--- src/rtl/pint_pkg.sv ---
package pint_pkg;
  typedef enum logic [1:0] {
    LP_RUN   = 2'b00,
    LP_HALT2 = 2'b01,
    LP_SLEEP = 2'b10,
    LP_RSVD  = 2'b11
  } lp_mode_e;

  function automatic logic lp_stop_clk(input lp_mode_e m);
    return (m == LP_HALT2) || (m == LP_SLEEP);
  endfunction
endpackage

--- src/rtl/pint_sync.sv ---
module pint_sync #(
  parameter int unsigned N = 4
) (
  input  logic         clk_i,
  input  logic         rst_ni,
  input  logic         en_i,
  input  logic [N-1:0] d_i,
  output logic [N-1:0] q_o,
  output logic [N-1:0] q_dly_o
);
  logic [N-1:0] s1_q, s2_q, dly_q;

  always_ff @(posedge clk_i or negedge rst_ni) begin
    if (!rst_ni) begin
      s1_q  <= '0;
      s2_q  <= '0;
      dly_q <= '0;
    end else if (en_i) begin
      s1_q  <= d_i;
      s2_q  <= s1_q;
      dly_q <= s2_q;
    end
  end

  assign q_o     = s2_q;
  assign q_dly_o = dly_q;
endmodule

--- src/rtl/pint_edge.sv ---
module pint_edge #(
  parameter int unsigned N = 4
) (
  input  logic [N-1:0] cur_i,
  input  logic [N-1:0] prev_i,
  input  logic [N-1:0] pol_rise_i,
  output logic [N-1:0] evt_o
);
  for (genvar g = 0; g < N; g++) begin : g_bit
    logic rise, fall;
    assign rise     = cur_i[g] & ~prev_i[g];
    assign fall     = ~cur_i[g] & prev_i[g];
    assign evt_o[g] = pol_rise_i[g] ? rise : fall;
  end
endmodule

--- src/rtl/pint_flag.sv ---
module pint_flag #(
  parameter int unsigned N = 4
) (
  input  logic         clk_i,
  input  logic         en_i,
  input  logic [N-1:0] set_i,
  input  logic [N-1:0] clr_i,
  output logic [N-1:0] flag_o
);
  // no reset: value after power-up is undefined, software clears it
  for (genvar g = 0; g < N; g++) begin : g_bit
    logic flag_q;
    always_ff @(posedge clk_i) begin
      if (en_i) begin
        if (set_i[g])      flag_q <= 1'b1;  // new event beats clear
        else if (clr_i[g]) flag_q <= 1'b0;
      end
    end
    assign flag_o[g] = flag_q;
  end
endmodule

--- src/rtl/pint_wake.sv ---
module pint_wake #(
  parameter int unsigned N = 4
) (
  input  pint_pkg::lp_mode_e mode_i,
  input  logic [N-1:0]       pin_i,
  input  logic [N-1:0]       pol_rise_i,
  input  logic [N-1:0]       en_i,
  output logic               wake_o
);
  logic [N-1:0] lvl_act;
  logic         stop_clk;

  // edge setting becomes a level condition: raw pin, no synchronizer
  assign lvl_act  = ~(pin_i ^ pol_rise_i) & en_i;
  assign stop_clk = pint_pkg::lp_stop_clk(mode_i);
  assign wake_o   = stop_clk & (|lvl_act);
endmodule

--- src/rtl/pint_top.sv ---
module pint_top #(
  parameter int unsigned N = 4
) (
  input  logic         clk_i,
  input  logic         rst_ni,
  input  logic         presc_en_i,
  input  logic [1:0]   lp_mode_i,
  input  logic [N-1:0] pin_i,
  input  logic [N-1:0] pol_rise_i,
  input  logic [N-1:0] irq_en_i,
  input  logic [N-1:0] flag_clr_i,
  output logic [N-1:0] flag_o,
  output logic [N-1:0] irq_o,
  output logic         wake_o
);
  import pint_pkg::*;

  logic [N-1:0] sync_cur, sync_prev, evt;
  lp_mode_e     mode;

  assign mode = lp_mode_e'(lp_mode_i);

  pint_sync #(.N(N)) u_sync (
    .clk_i   (clk_i),
    .rst_ni  (rst_ni),
    .en_i    (presc_en_i),
    .d_i     (pin_i),
    .q_o     (sync_cur),
    .q_dly_o (sync_prev)
  );

  pint_edge #(.N(N)) u_edge (
    .cur_i      (sync_cur),
    .prev_i     (sync_prev),
    .pol_rise_i (pol_rise_i),
    .evt_o      (evt)
  );

  pint_flag #(.N(N)) u_flag (
    .clk_i  (clk_i),
    .en_i   (presc_en_i),
    .set_i  (evt),
    .clr_i  (flag_clr_i),
    .flag_o (flag_o)
  );

  pint_wake #(.N(N)) u_wake (
    .mode_i     (mode),
    .pin_i      (pin_i),
    .pol_rise_i (pol_rise_i),
    .en_i       (irq_en_i),
    .wake_o     (wake_o)
  );

  assign irq_o = flag_o & irq_en_i;
endmodule

--- config.mk ---
export PLATFORM = sky130hd
export DESIGN_NAME = pint_top
export DESIGN_NICKNAME = d
export VERILOG_FILES = /design/src/rtl/pint_pkg.sv /design/src/rtl/pint_sync.sv /design/src/rtl/pint_edge.sv /design/src/rtl/pint_flag.sv /design/src/rtl/pint_wake.sv /design/src/rtl/pint_top.sv
export SDC_FILE = /design/constraint.sdc
export NUM_CORES = 1
export LEC_CHECK = 0
export BUFFER_PORTS_ARGS = -buffer_cell sky130_fd_sc_hd__buf_2
export CORE_MARGIN = 2
export CORE_UTILIZATION = 40
export CTS_CLUSTER_SIZE = 28
export DETAILED_ROUTE_END_ITERATION = 7
export PLACE_DENSITY_LB_ADDON = 0.3
export SYNTH_ARGS = -nofsm -noshare
export SYNTH_HDL_FRONTEND = slang
export SYNTH_HIERARCHICAL = 1
export SYNTH_SLANG_ARGS = --single-unit
--- constraint.sdc ---
create_clock -name clk_i -period 1.61 [get_ports clk_i]
set_clock_uncertainty 0.2 [all_clocks]
set_input_delay 0.322 -clock clk_i [delete_from_list [all_inputs] [get_ports clk_i]]
set_output_delay 0.322 -clock clk_i [all_outputs]
set_load 0.005 [all_outputs]
==> impl_metrics.tcl <==
set metrics [dict create \
    grt_max_degree 17 \
    crit_path_start_kind "register" \
    clock_sinks 16 \
    drt_iter0_drc 11 \
    synth_most_common_cell "dfrtp_1" \
    synth_top_area_share 0.356 \
    synth-simple-area-share 0.0772 \
    path_class "register to primary output" \
    viasPerCell 4.75 \
    insertedDiodeCount 0 \
    timing.fmax_mhz 662 \
    synth_warnings 6 \
    grt_pass1_vias 545 \
    maxSlewViolCount 0 \
    fin_cells 118 \
    wl_met1_um 683 \
    wl_per_cell_um 12.8 \
    rows 16 \
    post_cts_buffers 0 \
    synth_xor_area_frac 0.0519 \
    grt_pass1_wl_mm 2.41 \
    min_path_type "input pin to register" \
    worstRegToRegCells 3 \
    yosysSeqAreaShare 0.499 \
    dieArea_um2 2490 \
    hp-start "pin_i[3]" \
    netlist_area_um2 843 \
    area_delta_synth_final_pct 23.0 \
    synth_common_cells "dfrtp_1 (12), mux2_4 (10), xnor2_1 (5)" \
    ys.flop_type "dfrtp_1" \
    rsz0062_at_grt "false" \
    peakVddDrop_uv 446 \
    dr_wl_met3_um 88 \
    cts_buffers 3 \
    setup_slack_ns 0.0985 \
    place_area_um2 1000 \
    tightest_slew_ns 0.284 \
    fp.dieW_um 49.9 \
    synthTopCellsByArea "dfrtp_1 (36%), mux2_4 (18%), edfxtp_1 (14%)" \
    period_share 0.939 \
    synth-seq-cells 16 \
    yosysTopAreaCell "dfrtp_1" \
    cts-root-buf "clkbuf_4" \
    worstHoldEndpoint "u_sync/s1_q[3]$_DFFE_PN0P_" \
    min_period_ns 1.51 \
    setup_viol 0 \
    path_clk_slew_ns 0.10 \
    end_kind "primary output" \
    leakage_nw 0.485 \
    cts_max_level 1 \
    num-fill-cells 175 \
    power_density_nw_per_um2 933 \
    holdPathStages 2 \
    multi_input_area_um2 382 \
    synth_top_family_by_area "multiplexers" \
    syn_avg_cell_area_um2 13.8 \
    antenna_found_initial 0 \
    wl_mm 1.51 \
    hold_viol_final 0 \
    place_inst 113 \
    top_layer "met4" \
    pin_count 30 \
    cp_data_required_time_ns 1.09 \
    clkLatencyLatePin_ns 0.29 \
    synth_edf_count 4 \
    clockBufferDepth 2 \
    final_layout_size_suffix_gt1_frac 0.538 \
    layout.nets 113 \
    drc 0 \
    crit_path_cell_trace "and2_1, buf_2" \
    synth_fa_ha_area_frac 0 \
    cts_tree "yes" \
    synth-compound-area-share 0.119 \
    design_area_um2 1040 \
    cp.arrival_ns 0.99 \
    worst_hold_slack_ns 0.0864 \
    setup_tns_ns 0 \
    worst_r2r_endpoint "u_flag/g_bit[2].flag_q$_SDFFCE_PP1P_" \
    synthesis.nets 82 \
    place_ws_ns 0.106 \
    wl_met2_um 691 \
    track_usage 0.136 \
    ys_types 14 \
    crit_slowest_cell "edfxtp_1" \
    async_reset_ff_frac 0.750 \
    slew_headroom 0.811 \
    core_um2 1980 \
    drt_pass1_iterations 3 \
    die_h_um 49.9 \
    synthMuxAreaShare 0.205 \
    r2r_start "u_sync/q_o[2]$_DFFE_PN0P_" \
    gp_congestion 0.708 \
    vias 561 \
    area.sequential_um2 420 \
    initial_core_util 0.426 \
    cap_viol_max_count 0 \
    max_stage_delay_ns 0.41 \
    r2r_slack_ns 0.23 \
    grt_overflow 0 \
    io_buffers 29 \
    ant_nets 0 \
    status "completed" \
    syn_inst 61 \
    crit_path_max_fanout 2 \
]
[metrics by stage]
step	utilization	total power, mW
finish	0.523	0.968
floorplan	-	0.684
CTS	0.523	0.980
global route	0.523	1.03
detailed placement	0.505	0.757
global placement	0.505	0.749
[sequential cells by signal (all words and copies together) (netlist names)]
name and flops:
u_sync/s1_q 4, u_sync/q_dly_o 4, u_sync/q_o 4, u_flag/g_bit.flag_q 4
[worst max-delay path by stage]
stage | from | endpoint | slack [ns]
after floorplan | u_sync/q_o[0]$_DFFE_PN0P_ | u_flag/g_bit[0].flag_q$_SDFFCE_PP1P_ | 0.34
after global placement | pol_rise_i[1] | wake_o | 0.11
after detailed placement | pol_rise_i[0] | wake_o | 0.11
after CTS | u_flag/g_bit[2].flag_q$_SDFFCE_PP1P_ | irq_o[2] | 0.09
after global routing | u_flag/g_bit[2].flag_q$_SDFFCE_PP1P_ | irq_o[2] | 0.06
final | u_flag/g_bit[2].flag_q$_SDFFCE_PP1P_ | irq_o[2] | 0.1
[worst max-delay path: cells and delay by family, from the launching register on]
kind	cells	cell delay, ns
flip-flops	1	0.41
AND/OR/NAND/NOR	1	0.17
buffers and inverters	1	0.12
[layout make-up]
class                           count  share of cell area
Multi-Input combinational cell     40               0.368
Timing Repair Buffer               31               0.169
Tap cell                           27              0.0326
Clock inverter                      1             0.00362
Sequential cell                    16               0.405
Clock buffer                        3              0.0217
[metal layers]
metal | vias to the layer above | GRT usage
met2 | 21 | 0.220
met3 | 4 | 0.0333
met1 | 263 | 0.156
li1 | 273 | -
met5 | - | 0
met4 | 0 | 0.0972
[where the power goes]
| part | switching (mW) | leakage (nW) | internal [mW] |
|---|---|---|---|
| Clock | 0.127 | 0.0154 | 0.0901 |
| Sequential | 0.0441 | 0.180 | 0.478 |
| Combinational | 0.0848 | 0.290 | 0.144 |
[cell families (layout without fill, tap and decap cells)]
kind of cell    Yosys count  count (layout)
compound gates           11              11
xor+xnor                  5               5
buf+inv                   5              35
flops                    16              16
mux                      12              12
simple gates             12              12
[what timing repair did]
item,in CTS,in global routing
endpoints found under the hold margin,12,0
hold buffers,1,0
gates resized for setup,0,0
[placed cells by master (no fill, tap or decap)]
cell type	netlist	layout
clkbuf_4	0	3
a21oi_1	1	1
dfrtp_1	12	12
edfxtp_1	4	4
mux2_2	2	2
buf_12	0	1
nand2b_1	4	4
dlygate4sd3_1	0	1
nand2_1	4	4
o22ai_2	4	4
clkinv_1	0	1
buf_2	0	29
and2_1	4	4
o21a_1	4	4
xnor2_1	5	5
mux2_4	10	10
a22oi_1	2	2
Note: power is estimated with default switching activity, not from simulation.
